## config.mk

```make
export PLATFORM = sky130hd
export DESIGN_NAME = idsum_range_acc
export DESIGN_NICKNAME = d
export VERILOG_FILES = /design/src/rtl/idsum_range_acc.sv
export SDC_FILE = /design/constraint.sdc
export NUM_CORES = 1
export LEC_CHECK = 0
export BUFFER_PORTS_ARGS = -buffer_cell sky130_fd_sc_hd__buf_2
export CORE_MARGIN = 2
export CORE_UTILIZATION = 53
export DETAILED_ROUTE_END_ITERATION = 7
export GPL_ROUTABILITY_DRIVEN = 1
export GPL_TIMING_DRIVEN = 0
export HOLD_SLACK_MARGIN = 0.02
export PLACE_DENSITY = 0.87
export SLEW_MARGIN = 20
export SYNTH_ARGS = -nofsm -noshare
export SYNTH_HDL_FRONTEND = slang
export SYNTH_SLANG_ARGS = --single-unit
export TNS_END_PERCENT = 50
```

## constraint.sdc

```tcl
create_clock -name clk -period 4.4 [get_ports clk]
set_clock_uncertainty 0.15 [all_clocks]
set_input_delay 0.22 -clock clk [delete_from_list [all_inputs] [get_ports clk]]
set_output_delay 0.22 -clock clk [all_outputs]
set_load 0.1 [all_outputs]
```

## src/rtl/idsum_range_acc.sv

```systemverilog
module idsum_range_acc #(
  parameter int OFF_W  = 8,
  parameter int DATA_W = 8,
  parameter int unsigned LO = 0,
  parameter int unsigned HI = 62,
  parameter int unsigned CK = 63
) (
  input  logic              clk,
  input  logic              rst_n,
  input  logic              clr_i,
  input  logic              beat_i,
  input  logic [OFF_W-1:0]  off_i,
  input  logic [DATA_W-1:0] data_i,
  output logic              ok_o,
  output logic              vld_o,
  output logic              fin_o
);
  localparam logic [OFF_W-1:0] LO_V   = OFF_W'(LO);
  localparam logic [OFF_W-1:0] SPAN_V = OFF_W'(HI - LO);
  localparam logic [OFF_W-1:0] CK_V   = OFF_W'(CK);

  logic [DATA_W-1:0] sum_q;
  logic [OFF_W-1:0]  rel;
  logic              in_rng, at_ck;

  // Wrapping subtraction folds the two range bounds into one compare.
  assign rel    = off_i - LO_V;
  assign in_rng = (rel <= SPAN_V);
  assign at_ck  = (off_i == CK_V);

  always_ff @(posedge clk or negedge rst_n) begin
    if (!rst_n) begin
      sum_q <= '0;
      ok_o  <= 1'b0;
      vld_o <= 1'b0;
      fin_o <= 1'b0;
    end else if (clr_i) begin
      sum_q <= '0;
      ok_o  <= 1'b0;
      vld_o <= 1'b0;
      fin_o <= 1'b0;
    end else begin
      fin_o <= 1'b0;
      if (beat_i) begin
        if (in_rng) sum_q <= sum_q + data_i;
        if (at_ck) begin
          ok_o  <= (sum_q == data_i);
          vld_o <= 1'b1;
          fin_o <= 1'b1;
        end
      end
    end
  end
endmodule

```

==> impl_metrics.py <==
metrics = {
    "outcome": {
        "status": "finished, final reports clean",
    },
    "clocking": {
        "cts_tree": "yes",
        "postCtsSetupBuffers": 0,
        "clockRootBuffer": "clkbuf_4",
        "cts_buffers": 3,
        "hold_buffers": 1,
        "clock_sinks": 11,
        "cts-resized-gates": 0,
        "h-tree-depth": 1,
        "cts_buffer_depth": 2,
        "clkTransAtPathRegs_ns": 0.08,
        "clkLatencyLatePin_ns": 0.27,
    },
    "floorplan": {
        "pin_count": 23,
        "die_area_mm2": 0.001794,
        "row_count": 13,
        "die_x_um": 42.35,
        "dieHeight_um": 42.35,
        "start_util": 0.5844,
        "core-area_mm2": 0.001334,
    },
    "sta": {
        "hold_viol": 0,
        "rsz0062_at_grt": "no",
        "worst_pin_slew_ns": 0.4847,
        "clock.fmax_mhz": 468.8,
        "fin_crit_sh": 0.4848,
        "fin_crit_ns": 2.133,
        "tns_ns": 0,
        "setup_viol": 0,
        "slew_headroom": 0.6791,
        "slew_violations": 0,
    },
    "placement": {
        "gp_congestion": 0.8227,
        "dp_hpwl_mm": 1.302,
        "placed_area_um2": 908.4,
        "port_buffers": 22,
    },
    "critical_path": {
        "start_kind": "flip-flop",
        "path_cells": "ha_1 -> fa_1 -> a211oi_1 -> o21bai_1 -> a21oi_1 -> or4b_1 -> o311ai_1",
        "critPathTopFamily": "compound AO/OA/AOI/OAI gates",
        "crit_arrival_ns": 2.13,
        "criticalPathCategory": "flip-flop to flip-flop",
        "cpPeakStageDelay_ns": 0.43,
        "critPathSlowestCell": "fa_1",
        "setup.worst_path.end_class": "flip-flop",
        "critPathBufInv": 0,
        "r2r_cells": 7,
        "required_ns": 4.40,
        "cp_max_fo": 3,
        "worstSetupPathDepth": 7,
    },
    "grt": {
        "grt_pass1_vias": 743,
        "antenna_found_initial": 0,
        "grt_max_degree": 12,
        "track_usage": 0.2140,
        "grt_remaining_overflow": 0,
        "grt_pass1_wl_mm": 2.911,
    },
    "synthesis": {
        "ys_types": 33,
        "synth.avg_cell_area_um2": 9.994,
        "synth-seq-cells": 11,
        "syn_inst": 78,
        "synthesis.nets": 106,
        "syn_area_um2": 779.5,
        "ys_seq_area_frac": 0.3531,
        "synth_top_area_frac": 0.3531,
        "yosysWarningCount": 0,
        "synth_top_cell_by_area": "dfrtp_1",
        "synth_area_leaders": "dfrtp_1 35%, ha_1 11%, mux2i_1 6.4%",
    },
    "job": {
        "maxCapViolations": 0,
    },
    "detailed_routing": {
        "vias": 697,
        "ant_nets": 0,
        "dr.pass1.iters": 6,
        "viasPerCell": 5.808,
        "avgRoutedWirePerCell_um": 13.60,
        "drc": 0,
        "routed_wl_mm": 1.632,
        "drtIter0Drc": 9,
    },
    "layout": {
        "drive_gt1_frac": 0.3048,
        "diodes": 0,
        "final_cell_mix": "22 x buf_2, 11 x dfrtp_1, 10 x nor2_1",
        "layout_commonest_cell": "buf_2",
        "nets": 134,
        "area_growth_pct": 21.19,
        "final_area_um2": 944.7,
    },
    "worst_hold_path": {
        "hold_path.class": "primary input to flip-flop",
        "worst_hold_path.num_cells": 2,
    },
    "pwr": {
        "finalPower_mw": 0.2290,
        "ir_drop_mv": 0.1646,
        "powerDensity_mw_per_mm2": 242.4,
        "power.leakage_nw": 0.4659,
    },
}
report_power, final:
part | internal (mW) | total (mW) | switching [mW]
clock network | 0.0351 | 0.0709 | 0.0358
registers | 0.104 | 0.106 | 0.00209
logic | 0.0250 | 0.0519 | 0.0269
total | 0.164 | 0.229 | 0.0648
synthesized netlist by cell type:
library cell	count
o211ai_2	1
nor3_1	1
fa_1	1
mux2_4	1
nand3_1	1
a21o_1	1
nor2b_2	1
buf_4	1
nor3b_1	1
a211oi_2	1
nor4_1	1
xor2_1	1
and2b_2	1
a21o_2	1
inv_1	2
nand2_1	3
o21ai_0	3
nand4_1	1
a21oi_1	7
mux2i_1	5
dfrtp_1	11
clkbuf_1	1
xnor2_1	4
o311ai_1	1
o211ai_1	1
ha_1	7
nand4b_1	2
o21bai_1	1
nand2b_1	1
a211oi_1	2
nor2_1	10
and3b_1	1
or4b_1	1
cells by family after synthesis:
family                     count (synthesis)  synth area share
DFF                                       11            0.3531
AOI/OAI and AO/OA                         19            0.1669
adders and majority gates                  8            0.1380
xor gates and xnor gates                   5           0.05618
buffers and inverters                      4           0.02408
muxes                                      6           0.08346
and+or+nand+nor                           25            0.1782
final cells by class:
class                   count  area (um2)
clock buffers               4       26.28
well taps                  15       18.77
flip-flops and latches     11       275.3
fillers                   106       389.1
plain buffers               2       11.26
multi-input cells          63       485.5
inverters                   2       7.507
repair buffers             23       120.1
state kept, by name, indices dropped and copies added, names as in the netlist:
| register | flops |
|---|---|
| fin_o | 1 |
| ok_o | 1 |
| sum_q | 8 |
| vld_o | 1 |
through the flow:
step / worst slack, ns / util / hold slack [ns] / cells
4_1_cts: 2.263 / 0.7083 / 0.06349 / 120
2_1_floorplan: 2.448 / - / -0.2256 / 78
3_5_place_dp: 2.295 / 0.6811 / -0.04383 / 115
6_report: 2.267 / 0.7083 / 0.05958 / 120
5_1_grt: 2.121 / 0.7083 / 0.07887 / 120
3_3_place_gp: 2.344 / 0.6811 / -0.04496 / 115
final timing paths:
| path | to | from | slack [ns] |
|---|---|---|---|
| worst max register to register | sum_q[6]$_DFFE_PN0P_ | sum_q[0]$_DFFE_PN0P_ | 2.27 |
| max in group asynchronous | sum_q[3]$_DFFE_PN0P_ | rst_n | 3.69 |
| worst max-delay path | sum_q[6]$_DFFE_PN0P_ | sum_q[0]$_DFFE_PN0P_ | 2.27 |
| worst min-delay path | sum_q[6]$_DFFE_PN0P_ | clr_i | 0.06 |
| worst min register to register | sum_q[3]$_DFFE_PN0P_ | sum_q[3]$_DFFE_PN0P_ | 0.38 |
| min in group asynchronous | sum_q[7]$_DFFE_PN0P_ | rst_n | 0.19 |
layer usage:
metal | global-route usage | wire [um]
met3 | 0.03879 | 42
met2 | 0.3600 | 831
met4 | 0.1250 | 44
met5 | 0 | 0
met1 | 0.2514 | 713
No activity file was read; power rests on OpenSTA's default activity.
